## src/rtl/scg_pkg.sv

```systemverilog
package scg_pkg;
  localparam int REG_W   = 8;
  localparam int LVL_W   = 3;
  localparam int EN_BIT  = 7;
  localparam int THR_LSB = 4;
  localparam int DIS_BIT = 3;
  localparam int RSV_W   = 3;

  typedef struct packed {
    logic             stop_en;
    logic [LVL_W-1:0] wake_thr;
    logic             bclk_dis;
  } scg_ctrl_t;
endpackage

```

## src/rtl/scg_rst_sync.sv

```systemverilog
module scg_rst_sync #(
  parameter int STAGES = 2
) (
  input  logic clk,
  input  logic rst_n,
  output logic rst_sync_n
);
  logic [STAGES-1:0] sync_q;
  logic [STAGES-1:0] sync_d;

  always_comb begin
    sync_d = {sync_q[STAGES-2:0], 1'b1};
  end

  always_ff @(posedge clk or negedge rst_n) begin
    if (!rst_n) sync_q <= '0;
    else        sync_q <= sync_d;
  end

  assign rst_sync_n = sync_q[STAGES-1];
endmodule

```

## src/rtl/scg_ctrl_reg.sv

```systemverilog
module scg_ctrl_reg
  import scg_pkg::*;
#(
  parameter int                ADDR_W   = 8,
  parameter logic [ADDR_W-1:0] CTRL_OFS = 8'h08
) (
  input  logic              clk,
  input  logic              rst_n,
  input  logic              we,
  input  logic              re,
  input  logic [ADDR_W-1:0] addr,
  input  logic [REG_W-1:0]  wdata,
  output logic [REG_W-1:0]  rdata,
  output scg_ctrl_t         ctrl
);
  scg_ctrl_t ctrl_q, ctrl_d;
  logic      sel;
  logic      wr_en;

  assign sel   = (addr == CTRL_OFS);
  assign wr_en = we && sel;

  always_comb begin
    ctrl_d = ctrl_q;
    if (wr_en) begin
      ctrl_d.stop_en  = wdata[EN_BIT];
      ctrl_d.wake_thr = wdata[THR_LSB +: LVL_W];
      ctrl_d.bclk_dis = ctrl_q.bclk_dis | wdata[DIS_BIT];
    end
  end

  always_ff @(posedge clk or negedge rst_n) begin
    if (!rst_n)     ctrl_q <= '0;
    else if (wr_en) ctrl_q <= ctrl_d;
  end

  always_comb begin
    rdata = '0;
    if (re && sel) rdata = {ctrl_q.stop_en, ctrl_q.wake_thr, ctrl_q.bclk_dis, {RSV_W{1'b0}}};
  end

  assign ctrl = ctrl_q;
endmodule

```

## src/rtl/scg_wake_filter.sv

```systemverilog
module scg_wake_filter
  import scg_pkg::*;
(
  input  logic [LVL_W-1:0] level,
  input  logic [LVL_W-1:0] thr,
  output logic             wake
);
  // Level 0 never exceeds any threshold; the all-ones threshold is never exceeded.
  assign wake = (level > thr);
endmodule

```

## src/rtl/scg_stop_fsm.sv

```systemverilog
module scg_stop_fsm (
  input  logic clk,
  input  logic rst_n,
  input  logic stop_req,
  input  logic stop_en,
  input  logic wake,
  output logic stopped
);
  logic stopped_q, stopped_d;

  always_comb begin
    stopped_d = stopped_q;
    if (stopped_q) begin
      if (wake) stopped_d = 1'b0;
    end else if (stop_req && stop_en && !wake) begin
      stopped_d = 1'b1;
    end
  end

  always_ff @(posedge clk or negedge rst_n) begin
    if (!rst_n) stopped_q <= 1'b0;
    else        stopped_q <= stopped_d;
  end

  assign stopped = stopped_q;
endmodule

```

## src/rtl/stop_clock_ctrl.sv

```systemverilog
module stop_clock_ctrl
  import scg_pkg::*;
#(
  parameter int                ADDR_W   = 8,
  parameter logic [ADDR_W-1:0] CTRL_OFS = 8'h08,
  parameter int                SYNC_STG = 2
) (
  input  logic              clk,
  input  logic              rst_n,
  input  logic              reg_we,
  input  logic              reg_re,
  input  logic [ADDR_W-1:0] reg_addr,
  input  logic [REG_W-1:0]  reg_wdata,
  output logic [REG_W-1:0]  reg_rdata,
  input  logic              stop_req,
  input  logic [LVL_W-1:0]  irq_level,
  output logic              core_clk_en,
  output logic              periph_clk_en,
  output logic              bclk_oe,
  output logic              stopped
);
  logic      rst_sync_n;
  scg_ctrl_t ctrl;
  logic      wake;

  scg_rst_sync #(.STAGES(SYNC_STG)) u_rst (
    .clk(clk), .rst_n(rst_n), .rst_sync_n(rst_sync_n)
  );

  scg_ctrl_reg #(.ADDR_W(ADDR_W), .CTRL_OFS(CTRL_OFS)) u_reg (
    .clk(clk), .rst_n(rst_sync_n), .we(reg_we), .re(reg_re), .addr(reg_addr),
    .wdata(reg_wdata), .rdata(reg_rdata), .ctrl(ctrl)
  );

  scg_wake_filter u_filt (
    .level(irq_level), .thr(ctrl.wake_thr), .wake(wake)
  );

  scg_stop_fsm u_fsm (
    .clk(clk), .rst_n(rst_sync_n), .stop_req(stop_req), .stop_en(ctrl.stop_en),
    .wake(wake), .stopped(stopped)
  );

  assign core_clk_en   = !stopped;
  assign periph_clk_en = 1'b1;
  assign bclk_oe       = !ctrl.bclk_dis;
endmodule

```

## config.mk

```make
export PLATFORM = sky130hd
export DESIGN_NAME = stop_clock_ctrl
export DESIGN_NICKNAME = d
export VERILOG_FILES = /design/src/rtl/scg_pkg.sv /design/src/rtl/scg_rst_sync.sv /design/src/rtl/scg_ctrl_reg.sv /design/src/rtl/scg_wake_filter.sv /design/src/rtl/scg_stop_fsm.sv /design/src/rtl/stop_clock_ctrl.sv
export SDC_FILE = /design/constraint.sdc
export NUM_CORES = 1
export LEC_CHECK = 0
export BUFFER_PORTS_ARGS = -buffer_cell sky130_fd_sc_hd__buf_4
export CAP_MARGIN = 20
export CORE_AREA = 2 2 39 41
export CTS_CLUSTER_SIZE = 8
export DETAILED_ROUTE_END_ITERATION = 7
export DIE_AREA = 0 0 41 43
export PLACE_DENSITY = 0.69
export SETUP_SLACK_MARGIN = 0.3
export SYNTH_ARGS = -nofsm -noshare
export SYNTH_HDL_FRONTEND = slang
export SYNTH_SLANG_ARGS = --single-unit
```

## constraint.sdc

```tcl
create_clock -name clk -period 1.72 [get_ports clk]
set_input_delay 0.086 -clock clk [delete_from_list [all_inputs] [get_ports clk]]
set_output_delay 0.086 -clock clk [all_outputs]
set_load 0.02 [all_outputs]
```

; ---- After elaboration in Yosys (flattened, before gate mapping)
; Index checks and enable logic that the tools add are counted.
[op_classes]
n_addsub = 0
multipliers = 0
div_mod_pow = 0
magnitude_cmp = 1
n_eq_ne = 1
n_shift = 0
n_mux = 4
bitwise = 1
n_reduce_logical = 7
[op_table]
columns = operator, n
row1 = "8-bit by 4-bit equality test with 1-bit output, second input constant", 1
row2 = 8-bit two-way mux, 1
row3 = 1-bit logical AND, 4
row4 = 3-bit greater-than comparator, 1
row5 = 1-bit logical NOT, 3
row6 = 1-bit two-way mux, 3
row7 = 1-bit OR, 1
[word_totals]
register_bits = 8
latchBits = 0
ram_bits = 0
rom_bits = 0
input_bits = 24
elab_cells = 19
n_memories = 0

; ---- Depth between registers and ports, before layout
[depth]
word_depth = 5
mapped_depth = 6
mapped_depth_nobuf = 6

; ---- Hierarchy
; Synthesis repeated with hierarchy kept, for this count alone.
[hier_totals]
cells_unflattened = 49
area_unflattened_um2 = 504.2
[modules_own_cells]
columns = mod, instances, cells_per_inst, area_per_inst_um2, seq_area_each_um2
row1 = scg_ctrl_reg, 1, 29, 325.3, 125.1
row2 = scg_wake_filter, 1, 10, 72.6, 0.0
row3 = scg_rst_sync, 1, 3, 53.8, 50.0
row4 = scg_stop_fsm, 1, 3, 33.8, 25.0
row5 = stop_clock_ctrl, 1, 4, 18.8, 0.0

; ---- Worst setup path before layout
; Ideal clock, no wire load.
[synth_timing]
kind = register to register
start = reg u_reg.ctrl_q (netlist bit u_reg.ctrl[2])
end = reg u_fsm.stopped_q (netlist: u_fsm.stopped)
setup_ps = 77
arrival_ps = 1052
required_time_ps = 1643
path_slack_ps = 590
stages_incl_launch_ff = 7
path_buffers = 0
path_cell_list = dfrtp_1 > inv_1 > ha_1 > nor2b_1 > o21ai_0 > nand2b_1 > a21oi_1
[synth_between]
elab_chain_len = 5
[synth_rtl]
columns = item, line
row1 = start: declaration, scg_ctrl_reg.sv:16  ; scg_ctrl_t ctrl_q, ctrl_d;
row2 = start signal: assignment, scg_ctrl_reg.sv:34  ; else if (wr_en) ctrl_q <= ctrl_d;
row3 = 3-bit greater-than comparator (*), scg_wake_filter.sv:9  ; assign wake = (level > thr);
row4 = 1-bit logical NOT, scg_stop_fsm.sv:15  ; end else if (stop_req && stop_en && !wake) begin
row5 = 1-bit logical AND, scg_stop_fsm.sv:15
row6 = 1-bit two-way mux, scg_stop_fsm.sv:15
row7 = 1-bit two-way mux (*), scg_stop_fsm.sv:13  ; if (stopped_q) begin
row8 = named net u_fsm.stopped_d, scg_stop_fsm.sv:9  ; logic stopped_q, stopped_d;
row9 = end signal: assignment, scg_stop_fsm.sv:22  ; else stopped_q <= stopped_d;
row10 = end: declaration, scg_stop_fsm.sv:9
; Mark *: on every way through the listed nets, which the timed path passes. The rest lies on a longest branch.
; A chain may end at the register's enable or synchronous reset.

; ---- Worst setup path in the final report
[layout_timing]
start = in reg_addr[7]
end = out reg_rdata[5]
[layout_between]
elab_chain_len = 3
[layout_rtl]
columns = item, line
row1 = start: declaration, stop_clock_ctrl.sv:12  ; input logic [ADDR_W-1:0] reg_addr,
row2 = 8-bit by 4-bit equality test with 1-bit output, scg_ctrl_reg.sv:20  ; assign sel = (addr == CTRL_OFS);
row3 = 1-bit logical AND, scg_ctrl_reg.sv:39  ; if (re && sel) rdata = {ctrl_q.stop_en, ctrl_q.wake_thr, ctrl_q.bclk_dis, {RSV_W{1'b0}}};
row4 = 8-bit two-way mux, scg_ctrl_reg.sv:39
row5 = end: declaration, stop_clock_ctrl.sv:14  ; output logic [REG_W-1:0] reg_rdata,
; No other way between the ends.

==> results.toml <==
[layout]
nFillCells = 142
fin_util_pct = 50.5
nNetsFinal = 104
final_layout_size_suffix_gt1_share_pct = 49.3
antenna-diode-count = 0
synthToLayoutAreaGrowth_pct = 53.6
layout.cells.non_filler = 91
final_area_sq_um = 699

[pwr]
p_int_mw = 0.321
power_frac_seq_pct = 49.3
switching_share_pct = 21.8
p_leak_nw = 0.402
finalPower_mw = 0.410
clock_power_share_pct = 33.2
comb_power_share_pct = 17.5
p_per_area_nw_per_um2 = 586
p_switching_mw = 0.0893
ir_worst_vdd_mv = 0.401

[worst_setup_path]
r2r-start = "u_reg.ctrl[2]"
r2r-end = "u_fsm.stopped"
reg2reg_slack_ps = 500
crit_arrival_ps = 1160
path_class = "input pin to output pin"
cp-start-kind = "input pin"
cp-startpoint = "reg_addr[7]"
worst-path-max-fanout = 4
cp.required_ps = 1630
r2r_cells = 6
worstSetupEndpoint = "reg_rdata[5]"
crit_path_end_kind = "output pin"

[placed_design]
io_buffers = 28
dpl_cell_area_sq_um = 667
gp_congestion = 0.663
dp_hpwl_um = 727
placedCellCount = 87

[drt]
drt-vias-per-instance = 4.21
drt_iter0_drc = 5
detail-route-antenna-nets = 0
vias = 383
first_pass_iters = 2
routed_wl_um = 854
post_drt_wl_per_cell_um = 9.38
drc = 0

[grt]
grtUsageTotal_pct = 12.2
grt_overflow_total = 0
antenna_found_initial = 0
grt_max_degree = 7
grt_pass1_wl_um = 1460
first_global_vias = 381

[timing]
fmax_mhz = 805
fin_crit_ps = 1240
fin_setup_tns_ps = 0
setup_viol = 0
period_share_pct = 72.2
hold_violations = 0
drv_slew = 0
rsz0062_at_grt = "false"
skew_ps = 2.34

[floorplanning]
core_sq_um = 1380
ios = 36
fp.dieW_um = 41
start_util_pct = 32.9
die_y_um = 43
fp-row-count = 14
die_area_sq_um = 1760

[logic_synthesis]
ys_warn_count = 0
yosysSeqAreaShare_pct = 44.0
ys_types = 17
postSynthAreaPerCell_sq_um = 10.4
syn-cell-area_sq_um = 455
ys_seq_elements = 8
synth_cells = 44

[clock_tree]
clkSinkCount = 8
path_clk_slew_ps = 50
cts_tree = "built"
cts_buffers = 3
ctsHtreeMaxLevel = 1
cts.path.max_buffers = 2
root_buffer = "clkbuf_4"
insertion_delay_ps = 240

[hold_path]
hold_start = "reg_wdata[4]"
hp-class = "input pin to register"

[run]
maxCapViolations = 0

[run_status]
status = "finished, final reports clean"
cells in the mapped netlist, drive strengths merged:
cell	number	area [sq um]
dfrtp	8	200
inv	6	22.5
buf	4	30.0
mux2	4	60.1
nor2	4	15.0
ha	3	37.5
a21oi	2	10.0
and3	2	12.5
conb	2	7.51
nand2	2	15.0
o21ai	2	10.0
and4b	1	11.3
nand2b	1	6.26
nand3	1	5.00
nor2b	1	6.26
nor4	1	6.26
state kept, by name (all words and copies together), names as in the netlist:
signal / flops
u_reg.ctrl: 5
u_rst.sync_q: 2
u_fsm.stopped: 1
critical path, cell delays in order:
cell	delay (ps)
buf_4	110
nor4_1	270
and4b_2	320
nand2_1	110
nor2_1	110
buf_4	150
worst min path at each step:
stage,end,slack [ps],cells past startpoint
floorplan,u_rst.sync_q[0],-210,0
finish,u_reg.ctrl[1],70,2
global placement,u_rst.sync_q[0],-130,1
global route,u_reg.ctrl[2],60,2
detailed placement,u_rst.sync_q[0],-130,1
CTS,u_reg.ctrl[1],60,2
power by group through the flow:
stage | logic (mW) | clock network (mW) | registers, mW
after floorplan | 0.0362 | 0 | 0.204
after global placement | 0.0690 | 0 | 0.205
after detailed placement | 0.0704 | 0 | 0.206
after CTS | 0.0724 | 0.142 | 0.202
after global routing | 0.0811 | 0.151 | 0.203
final | 0.0717 | 0.136 | 0.202
layer usage:
metal,vias to the layer above,global-route usage (%),part of all wire (%)
met1,172,14.5,43
met4,0,4.00,0
met5,-,0,0
met2,15,19.4,50
met3,0,4.71,6.8
li1,196,-,-
stage by stage:
step / hold WS [ps] / worst slack (ps)
after CTS: 63.3 / 462
final: 68.3 / 478
after global routing: 64.1 / 317
after detailed placement: -129 / 426
after global placement: -131 / 427
after floorplan: -210 / 590
cells in the final DEF, fill, tap and decap left out, types with 2 or more instances in the layout:
master    instances
buf_4            28
dfrtp_1           8
inv_1             6
conb_1            5
nor2_1            4
mux2_4            4
ha_1              3
clkbuf_4          3
and3_1            2
o21ai_0           2
a21oi_1           2
cells by family after synthesis:
| kind of cell | after synthesis | synth area share [%] |
|---|---|---|
| adder cells (fa/ha/maj) | 3 | 8.24 |
| other | 2 | 1.65 |
| flip-flops | 8 | 44.0 |
| AND/OR/NAND/NOR | 13 | 17.0 |
| multiplexers | 4 | 13.2 |
| AO/OA/AOI/OAI | 4 | 4.40 |
| buffers and inverters | 10 | 11.5 |
repair_timing:
| action | in CTS | in global routing |
|---|---|---|
| buffers inserted | 0 | 0 |
| endpoints found under the hold margin | 2 | 0 |
| resized for setup | 0 | 0 |
| hold buffers | 1 | 0 |
area by class of cell:
| class | instances | area [sq um] | area share (%) |
|---|---|---|---|
| timing repair buffer | 29 | 220 | 31.5 |
| multi-input combinational | 29 | 214 | 30.6 |
| sequential | 8 | 200 | 28.6 |
| clock buffer | 3 | 22.5 | 3.22 |
| inverter | 6 | 22.5 | 3.22 |
| tap | 16 | 20.0 | 2.86 |
Power figures use the tool's default switching activity.
